`src/rtl/burst_pkg.sv`:
```
package burst_pkg;
  localparam int CFG_W      = 16;
  localparam int CFG_INC    = 1;
  localparam int CFG_LEN_LO = 2;
  localparam int CFG_RUN    = 4;
  localparam int CFG_RGN_LO = 12;
  localparam int RGN_W      = 3;

  localparam logic [RGN_W-1:0] RGN_DATA = 3'd0;
  localparam logic [RGN_W-1:0] RGN_IO   = 3'd1;
  localparam logic [RGN_W-1:0] RGN_PROG = 3'd5;
  localparam logic [RGN_W-1:0] RGN_EXT  = 3'd7;

  function automatic logic region_valid(input logic [RGN_W-1:0] r);
    return (r == RGN_DATA) || (r == RGN_IO) || (r == RGN_PROG) || (r == RGN_EXT);
  endfunction
endpackage

```
`src/rtl/burst_rdfifo.sv`:
```
module burst_rdfifo #(
  parameter int W     = 16,
  parameter int DEPTH = 16,
  localparam int PTR_W = $clog2(DEPTH),
  localparam int LVL_W = PTR_W + 1
) (
  input  logic             clk,
  input  logic             rst_n,
  input  logic             flush,
  input  logic             push,
  input  logic [W-1:0]     push_data,
  input  logic             pop,
  output logic [W-1:0]     head,
  output logic [LVL_W-1:0] level,
  output logic             full,
  output logic             nonempty
);
  logic [W-1:0]     store [DEPTH];
  logic [PTR_W-1:0] wp, rp;
  logic [LVL_W-1:0] cnt;

  always_ff @(posedge clk or negedge rst_n) begin
    if (!rst_n) begin
      wp  <= '0;
      rp  <= '0;
      cnt <= '0;
    end else if (flush) begin
      wp  <= '0;
      rp  <= '0;
      cnt <= '0;
    end else begin
      if (push) wp <= wp + 1'b1;
      if (pop)  rp <= rp + 1'b1;
      case ({push, pop})
        2'b10:   cnt <= cnt + 1'b1;
        2'b01:   cnt <= cnt - 1'b1;
        default: cnt <= cnt;
      endcase
    end
  end

  always_ff @(posedge clk) begin
    if (push && !flush) store[wp] <= push_data;
  end

  assign head     = store[rp];
  assign level    = cnt;
  assign full     = (cnt == LVL_W'(DEPTH));
  assign nonempty = (cnt != '0);
endmodule

```
`src/rtl/burst_sequencer.sv`:
```
module burst_sequencer
  import burst_pkg::*;
#(
  parameter int ADDR_W  = 16,
  parameter int DEPTH   = 16,
  parameter int IO_BITS = 11,
  localparam int LVL_W  = $clog2(DEPTH) + 1,
  localparam int CNT_W  = $clog2(DEPTH) + 1
) (
  input  logic              clk,
  input  logic              rst_n,
  input  logic              cfg_wr,
  input  logic [CFG_W-1:0]  cfg_value,
  input  logic              addr_wr,
  input  logic [ADDR_W-1:0] addr_value,
  input  logic              wr_valid,
  input  logic [LVL_W-1:0]  fifo_level,
  output logic              req_rd,
  output logic              req_wr,
  output logic [RGN_W-1:0]  region,
  output logic [ADDR_W-1:0] req_addr,
  output logic              pending,
  output logic              pending_zero,
  output logic              drained
);
  localparam logic [CNT_W-1:0]  ENDLESS = '1;
  localparam logic [ADDR_W-1:0] IO_MASK = ADDR_W'((1 << IO_BITS) - 1);

  function automatic logic [CNT_W-1:0] burst_words(input logic [1:0] code);
    case (code)
      2'd0:    return CNT_W'(1);
      2'd1:    return CNT_W'(DEPTH / 2);
      2'd2:    return CNT_W'(DEPTH);
      default: return ENDLESS;
    endcase
  endfunction

  logic [RGN_W-1:0]  region_q;
  logic              inc_q;
  logic [ADDR_W-1:0] addr_q;
  logic [CNT_W-1:0]  remain_q;
  logic              pend_q, pend_zero_q;
  logic              ok, room, fetch, step;

  assign ok    = region_valid(region_q);
  assign room  = (int'(fifo_level) + int'(pend_q)) < DEPTH;
  assign fetch = (remain_q != '0) && room && !wr_valid && !cfg_wr;
  assign step  = (req_rd || req_wr) && inc_q;

  assign req_rd   = fetch && ok;
  assign req_wr   = wr_valid && ok;
  assign region   = region_q;
  assign req_addr = (region_q == RGN_IO) ? (addr_q & IO_MASK) : addr_q;
  assign pending      = pend_q;
  assign pending_zero = pend_zero_q;
  assign drained      = (remain_q == '0) && !pend_q;

  always_ff @(posedge clk or negedge rst_n) begin
    if (!rst_n) begin
      region_q    <= '0;
      inc_q       <= 1'b0;
      addr_q      <= '0;
      remain_q    <= '0;
      pend_q      <= 1'b0;
      pend_zero_q <= 1'b0;
    end else begin
      if (cfg_wr) begin
        region_q <= cfg_value[CFG_RGN_LO +: RGN_W];
        inc_q    <= cfg_value[CFG_INC];
        remain_q <= cfg_value[CFG_RUN] ? burst_words(cfg_value[CFG_LEN_LO +: 2]) : '0;
      end else if (fetch && remain_q != ENDLESS) begin
        remain_q <= remain_q - 1'b1;
      end
      if (addr_wr)   addr_q <= addr_value;
      else if (step) addr_q <= addr_q + 1'b1;
      pend_q      <= fetch;
      pend_zero_q <= !ok;
    end
  end
endmodule

```
`src/rtl/port_burst_engine.sv`:
```
module port_burst_engine
  import burst_pkg::*;
#(
  parameter int DATA_W  = 16,
  parameter int ADDR_W  = 16,
  parameter int DEPTH   = 16,
  parameter int IO_BITS = 11
) (
  input  logic              clk,
  input  logic              rst_n,
  input  logic              cfg_wr,
  input  logic [15:0]       cfg_value,
  input  logic              addr_wr,
  input  logic [ADDR_W-1:0] addr_value,
  input  logic              wr_valid,
  output logic              wr_ready,
  input  logic [DATA_W-1:0] wr_data,
  input  logic              rd_valid,
  output logic              rd_ready,
  output logic [DATA_W-1:0] rd_data,
  output logic              req_valid,
  output logic              req_write,
  output logic [2:0]        req_region,
  output logic [ADDR_W-1:0] req_addr,
  output logic [DATA_W-1:0] req_wdata,
  input  logic [DATA_W-1:0] rsp_data,
  output logic              irq,
  output logic              fifo_full,
  output logic              fifo_nonempty
);
  localparam int LVL_W = $clog2(DEPTH) + 1;

  logic              req_rd, req_wr, pending, pending_zero, drained;
  logic [LVL_W-1:0]  level;
  logic [DATA_W-1:0] head;
  logic              pop, push, rd_fire, irq_q;
  int                lvl_next;
  logic              unused_cfg;

  assign unused_cfg = ^{cfg_value[15], cfg_value[11:5], cfg_value[0]};

  burst_sequencer #(.ADDR_W(ADDR_W), .DEPTH(DEPTH), .IO_BITS(IO_BITS)) u_seq (
    .clk(clk), .rst_n(rst_n), .cfg_wr(cfg_wr), .cfg_value(cfg_value),
    .addr_wr(addr_wr), .addr_value(addr_value), .wr_valid(wr_valid),
    .fifo_level(level), .req_rd(req_rd), .req_wr(req_wr), .region(req_region),
    .req_addr(req_addr), .pending(pending), .pending_zero(pending_zero),
    .drained(drained)
  );

  assign push = pending;

  burst_rdfifo #(.W(DATA_W), .DEPTH(DEPTH)) u_fifo (
    .clk(clk), .rst_n(rst_n), .flush(cfg_wr), .push(push),
    .push_data(pending_zero ? '0 : rsp_data), .pop(pop), .head(head),
    .level(level), .full(fifo_full), .nonempty(fifo_nonempty)
  );

  assign wr_ready  = 1'b1;
  assign req_valid = req_rd || req_wr;
  assign req_write = req_wr;
  assign req_wdata = wr_data;

  assign rd_ready = fifo_nonempty || drained;
  assign rd_data  = fifo_nonempty ? head : '0;
  assign rd_fire  = rd_valid && rd_ready;
  assign pop      = rd_fire && fifo_nonempty && !cfg_wr;

  assign lvl_next = int'(level) - int'(pop) + int'(push);

  always_ff @(posedge clk or negedge rst_n) begin
    if (!rst_n) irq_q <= 1'b0;
    else irq_q <= (cfg_wr && cfg_value[CFG_RUN]) || req_wr ||
                  (rd_fire && !cfg_wr && lvl_next != 0);
  end
  assign irq = irq_q;
endmodule

```
`config.mk`:
```
export PLATFORM = sky130hd
export DESIGN_NAME = port_burst_engine
export DESIGN_NICKNAME = d
export VERILOG_FILES = /design/src/rtl/burst_pkg.sv /design/src/rtl/burst_rdfifo.sv /design/src/rtl/burst_sequencer.sv /design/src/rtl/port_burst_engine.sv
export SDC_FILE = /design/constraint.sdc
export NUM_CORES = 1
export LEC_CHECK = 0
export ABC_CLOCK_PERIOD_IN_PS = 4000
export BUFFER_PORTS_ARGS = -buffer_cell sky130_fd_sc_hd__buf_4
export CAP_MARGIN = 20
export CORE_AREA = 2 2 163 165
export DETAILED_ROUTE_END_ITERATION = 12
export DIE_AREA = 0 0 165 167
export GPL_TIMING_DRIVEN = 0
export HOLD_SLACK_MARGIN = 0.12
export PLACE_DENSITY = 0.81
export SLEW_MARGIN = 20
export SYNTH_ARGS = -nofsm -noshare
export SYNTH_HDL_FRONTEND = slang
export SYNTH_SLANG_ARGS = --single-unit
export TNS_END_PERCENT = 10
```
`constraint.sdc`:
```
create_clock -name clk -period 4 [get_ports clk]
set_input_delay 0.6 -clock clk [delete_from_list [all_inputs] [get_ports clk]]
set_output_delay 0.6 -clock clk [all_outputs]
set_load 0.01 [all_outputs]
```
==> key figures, run 1 <==
Timing
  – Slew Limit Fails: 0
  – Worst hold slack: 260 ps
  – Worst Tran Pin Value: about 1100 ps
  – Final clock skew: 9.72 ps
  – Final hold violations: 0
  – Final setup viols: 0
  – Max Fclk: between 0.2 and 0.3 GHz
  – Fin crit share: 0.981
  – Slew headroom: 0.273
  – Fin crit period: 3930 ps
  – RSZ-0062 raised after global routing: no

Power
  – Tot Pwr: 8350 uW
  – P per Cell Area: between 500 and 600 mW/mm^2
  – Worst vdd ir: ~0.4 mV
  – Pleak: 0.00532 uW

Synth
  – Ys flop type: edfxtp_1
  – Synthesis-stage register bit count: 297
  – Distinct cells, synth: 54
  – Synth Area in Adders: 0.0182
  – Synth Cell Area: between 0.01 and 0.015 sq mm
  – Post-synthesis xor/xnor area fraction: 0.0177
  – Async SR Flop Fraction: 0.138
  – Number of synthesis warnings: 0
  – Largest family of logic cells by synthesized area: multiplexers
  – Leading area contributor after synthesis: edfxtp_1
  – Post-synth top cells: edfxtp_1 (256), mux4_2 (80), dfrtp_1 (41)
  – Post-synthesis mux area share: 0.154
  – Cells after Synth: around 720
  – Syn Nets: ~800
  – Synth Area in Compound Gates: 0.0284
  – Syn avg cell area: about 18 sq um
  – Simple-gate share of the synthesized area: 0.0665
  – Yosys top cell area share: 0.601
  – Sequential cell area fraction in the yosys report: 0.681
  – Number of flops mapped to enable cells by yosys: between 200 and 300
  – Synth area leaders: edfxtp_1 (60%), mux4_2 (14%), dfrtp_1 (8.0%)
  – Cell with the most instances after synthesis: edfxtp_1

Job
  – Number of max-cap violations: 0

Outcome
  – Status: finished, final reports clean

Layout
  – Area delta synth->final: 18.9%
  – Fin nets: between 900 and 1k
  – Fraction of layout cells with a size suffix above 1: 0.347
  – Final Core Density: 0.590
  – Final cell count without fillers: around 1.2k
  – Final Instance Area: about 0.015 sq mm
  – Diode count: 0

Critical path
  – Worst setup EP type: output port
  – Arr. time, crit path: roughly 3300 ps
  – CP Max Fanout: 10
  – Worst Path Class, Setup: reg2out
  – Worst Path Required: around 3400 ps
  – CP startpoint kind: flop

GRT
  – Initial antenna violation count: 0
  – Grt ovf: 0
  – First-pass GRT wire length: 44,400 um
  – Largest net degree at the start of global routing: 42
  – Number of global-route vias before repair: between 7k and 8k
  – All-Layer GR Usage: 0.215

Floorplanning
  – Core area: around 0.026 sq mm
  – I/O pin cnt: 128
  – Die height: about 170 um
  – Die X: between 150 and 200 um
  – Die area: ~0.028 sq mm
  – Site Rows: 59
  – Initial Utilization: 0.497

Drt
  – Post-route antenna net violation count: 0
  – Vias/cell: around 5.8
  – Total Wirelength: between 20,000 and 30,000 um
  – Residual DRC count: 0
  – Vias: a little over 7k
  – Initial drt markers: about 700
  – DRT Pass-1 Iters: 8
  – Routed len/inst: ~24 um

Worst hold path
  – Min-Delay Path Class: in2reg

Clocking
  – Clock transition at path regs: 60 ps
  – TritonCTS clock tree: built
  – Root Buffer: clkbuf_16
  – Clock Latency Late Sink: between 500 and 600 ps
  – Post-CTS Setup Inserts: 0
  – H-tree levels: 1
  – Max clock buf depth: 3
  – Total CTS buffers: 30
  – Clock sinks: around 300
  – Resized Gates After CTS: 0

Placement
  – Placer Congestion: around 0.77
  – # port buffers: approximately 100
  – Dpl cells: between 1k and 1.5k
  – Placed cell area: 0.0142 sq mm
  – Hpwl dp: 18,900 um
report_power, final:
part / internal, uW / switching (uW) / total, uW
Clock: 1550 / 1170 / 2720
Combinational: 974 / 1060 / 2030
Sequential: 3500 / 101 / 3600
worst max-delay path: stages (launching register included):
cell      delay (ps)
dfrtp_1          430
buf_2            310
clkbuf_1         720
mux4_2           440
mux4_2           530
and2_1           190
buf_4            140
sequential cells by signal, summed over array words and instances (netlist names), 3 cells and up:
register	flops
u_fifo.level	5
u_seq.region	3
u_fifo.store	256
u_seq.addr_q	16
u_fifo.wp	4
u_fifo.rp	4
u_seq.remain_q	5
through the flow:
step	worst slack (ps)	TNS [ps]
4_1_cts	111	0
2_1_floorplan	823	0
5_1_grt	10.4	0
6_report	74.2	0
3_3_place_gp	-724	-32120
3_5_place_dp	128	0
path summary, 6_finish.rpt:
kind	startpoint	to	slack, ps	cells past startpoint
worst max-delay path	u_fifo.rp[1]	rd_data[15]	70	6
worst min-delay path	addr_value[14]	u_seq.addr_q[14]	260	3
worst max register to register	u_fifo.level[1]	irq	300	12
worst min register to register	u_seq.inc_q	u_seq.inc_q	510	1
max in group asynchronous	rst_n	u_seq.addr_q[7]	3050	2
min in group asynchronous	rst_n	u_fifo.rp[1]	560	2
final cells by class:
type / instances / area, sq um
buffer: 64 / 387
inverter: 14 / 52.6
sequential: 297 / 8710
tap: 335 / 419
clock buffer: 38 / 801
fill: 1875 / 10600
clock inverter: 16 / 163
timing repair buffer: 120 / 950
multi-input combinational: 347 / 3720
repair_timing:
item | in CTS | in global routing
endpoints found under the hold margin | 41 | 0
hold buffers | 1 | 0
setup endpoints to repair | 0 | 0
kinds of logic (layout without fill, tap and decap cells):
kind of cell               Yosys count  in the layout
xor gates and xnor gates            25             25
DFF                                297            297
buffers and inverters               78            252
AOI/OAI and AO/OA                   53             53
adders and majority gates           18             18
muxes                               95             95
and+or+nand+nor                    155            155
other                                1              1
routing by layer:
metal,vias to the layer above,global-route usage,routed length (um)
li1,3126,-,-
met1,3611,0.289,11200
met2,391,0.360,14600
met3,66,0.0381,2610
met4,0,0.0658,913
met5,-,0,0
placed cells by master, fill, tap and decap left out, types with 5 or more instances in the layout:
master and instances:
nor2b_1 23, buf_4 135, nand3_1 11, o21ai_0 8, o21ai_1 11, o211ai_1 6, inv_1 14, clkbuf_1 27
buf_2 10, xor2_1 13, buf_6 7, nand4_1 6, nor2_1 24, mux2i_1 5, and4_1 5, o2111ai_1 8
mux4_2 80, dfrtp_1 41, edfxtp_1 256, xnor2_1 11, mux2_2 8, and3_1 7, nor2_2 6, clkbuf_16 30
clkinv_1 7, nand2_1 22, a21oi_1 8, nor3_2 5, ha_1 17, buf_8 6, and2_1 22
No activity file was read; power rests on OpenSTA's default activity.
==> inputs of run 2 (changes only) <==
Settings changed: CTS_CLUSTER_DIAMETER set to 30, RECOVER_POWER set to 100.
==> run 2 against run 1 <==
- the flow now finishes with violations (max-capacitance violations, max-slew violations)
- final area grew 2.8%
- cell count grew 3.1%
- maximum frequency grew 1.8%
- non-clock buffer count is the same
- worst hold slack gained 11 ps
- sequential power is essentially flat
- critical path type unchanged
- largest power group is now the clock network
- highest routed layer unchanged
==> key figures, run 2 (synthesized netlist as in run 1, its figures left out) <==
Drt
  – DRT Pass-1 Iters: 6
  – Vias: about 7.5k
  – Vias/cell: around 5.9
  – Residual DRC count: 0
  – Total Wirelength: around 30,000 um
  – Initial drt markers: around 630
  – Post-route antenna net violation count: 0
  – Routed len/inst: about 24 um

Layout
  – Max FFs per register: 256
  – Fraction of layout cells with a size suffix above 1: 0.298
  – Most frequent cells in the layout: edfxtp_1 (256), buf_4 (84), clkbuf_1 (82)
  – Multi-input combinational cell area: around 0.0036 sq mm
  – Fin nets: ~1,000
  – Largest Register: u_fifo.store
  – Diode count: 0
  – Fillcell total: between 1.5k and 2k
  – Sequential Area: roughly 0.0087 sq mm
  – Area delta synth->final: 22.2%
  – Biggest regs: u_fifo.store x256, u_seq.addr_q x16
  – Commonest non-fill, non-tap cell in the layout: edfxtp_1

Clocking
  – TritonCTS clock tree: built
  – Clock sinks: 297
  – Clock Latency Late Sink: approximately 550 ps
  – Root Buffer: clkbuf_16
  – Max clock buf depth: 3
  – H-tree levels: 2
  – Total CTS buffers: 49
  – Clock transition at path regs: 50 ps

Placement
  – Placer Congestion: between 0.7 and 0.8
  – # port buffers: 99
  – Hpwl dp: between 15,000 and 20,000 um
  – Place WS: between 100 and 150 ps

Timing
  – Max Fclk: between 0.2 and 0.3 GHz
  – Worst setup margin: around 140 ps
  – Setup TNS: 0 ps
  – Final clock skew: 21.0 ps
  – Worst Tran Pin Value: between 2000 and 2500 ps
  – Fin crit share: 0.964
  – Slew Limit Fails: between 100 and 150
  – RSZ-0062 raised after global routing: no
  – Slew headroom: -0.542
  – Fin crit period: between 3000 and 4000 ps
  – Final setup viols: 0
  – Final hold violations: 0

Critical path
  – Reg2reg start: u_fifo.level[1]
  – RR Endpoint: irq
  – Worst Path Class, Setup: reg2out
  – Arr. time, crit path: ~3300 ps
  – CP startpoint kind: flop
  – Worst setup EP type: output port
  – Worst Path Required: 3400 ps
  – Reg2reg setup slack: approximately 350 ps
  – CP Max Fanout: 10
  – R2r worst-path depth: 12

Outcome
  – Status: finished with violations
  – Violated checks: max-capacitance violations, max-slew violations

Floorplanning
  – Site Rows: slightly below 60
  – I/O pin cnt: approximately 130
  – Die height: 167 um
  – Core area: ~0.026 sq mm
  – Die X: roughly 170 um
  – Die area: around 0.028 sq mm
  – Initial Utilization: 0.497

Worst hold path
  – Hold path startpoint: addr_value[3]
  – Hold Path Depth: 3
  – Min-Delay Path Class: in2reg
  – Hold EP: u_seq.addr_q[3]

Power
  – Sw Pwr: between 2000 and 3000 uW
  – P per Cell Area: about 640 mW/mm^2
  – Worst vdd ir: 0.608 mV
  – Tot Pwr: roughly 9900 uW
  – Sw frac: 0.271
  – Sequential share of power: 0.363
  – Clock network power share: 0.440
  – Logic gate share of total power: 0.197
  – Pleak: about 0.0054 uW
  – P_int: just over 7000 uW

GRT
  – Largest net degree at the start of global routing: 42
  – Initial antenna violation count: 0
  – All-Layer GR Usage: 0.226
  – Grt ovf: 0
  – Number of global-route vias before repair: slightly below 8k
  – First-pass GRT wire length: roughly 46,000 um

Job
  – Number of max-cap violations: 6
-- run 2: cell types whose count changed in the layout (fill, tap and decap cells not counted), moves of 10 or more --
cell	before	now
o21ai_0	8	18
clkbuf_4	0	11
and2_0	0	14
nor2_1	24	34
clkbuf_16	30	50
o21ai_1	11	1
clkbuf_1	27	82
buf_4	135	84
and2_1	22	8
-- run 2: how the worst max path moves through the flow --
stage / start / to / slack [ps] / cells after the start
after floorplan: u_fifo.level[1] / irq / 820 / 12
after global placement: cfg_wr / u_fifo.store[0][4] / -720 / 3
after detailed placement: cfg_wr / irq / 130 / 13
after CTS: u_fifo.rp[1] / rd_data[13] / 200 / 6
after global routing: u_fifo.level[1] / irq / 50 / 12
final: u_fifo.rp[1] / rd_data[15] / 140 / 6
-- run 2: final cells by class --
class	instances	share of cell area
inverter	14	0.00336
tap	335	0.0268
timing repair buffer	120	0.0451
buffer	64	0.0246
clock inverter	39	0.0308
clock buffer	53	0.0808
sequential	297	0.557
multi-input combinational	347	0.231
-- run 2: power groups by stage --
stage / registers (uW) / clock network (uW) / logic [uW]
finish: 3610 / 4370 / 1960
global placement: 3660 / 0 / 1950
floorplan: 3640 / 0 / 1300
detailed placement: 3660 / 0 / 2030
global route: 3620 / 4550 / 2130
CTS: 3610 / 4400 / 2050
-- run 2: what timing repair did --
action / CTS / global route
endpoints found under the hold margin: 41 / 0
buffers inserted: 0 / 0
resized for setup: 0 / 1
hold buffers: 1 / 0
endpoints found under the setup margin: 0 / 1
-- run 2: worst max-delay path: stages, from the launching register on --
cell and delay, ps:
dfrtp_1 400, clkbuf_2 330, clkbuf_1 670, mux4_2 430
mux4_2 530, and2_0 200, buf_4 150
-- run 2: metrics by stage --
stage	instances	utilization	hold WS [ps]	area, sq um
final	1269	0.607	272	15600
after global placement	1156	0.542	483	14000
after floorplan	722	-	304	12800
after global routing	1269	0.607	276	15600
after CTS	1269	0.620	267	16000
after detailed placement	1176	0.552	489	14200
-- run 2: routing by layer --
layer / up-vias / track usage / wire [um]
li1: 3183 / - / -
met1: 3821 / 0.304 / 11800
met2: 453 / 0.364 / 14900
met3: 79 / 0.0453 / 2640
met4: 0 / 0.0873 / 1100
met5: - / 0 / 0
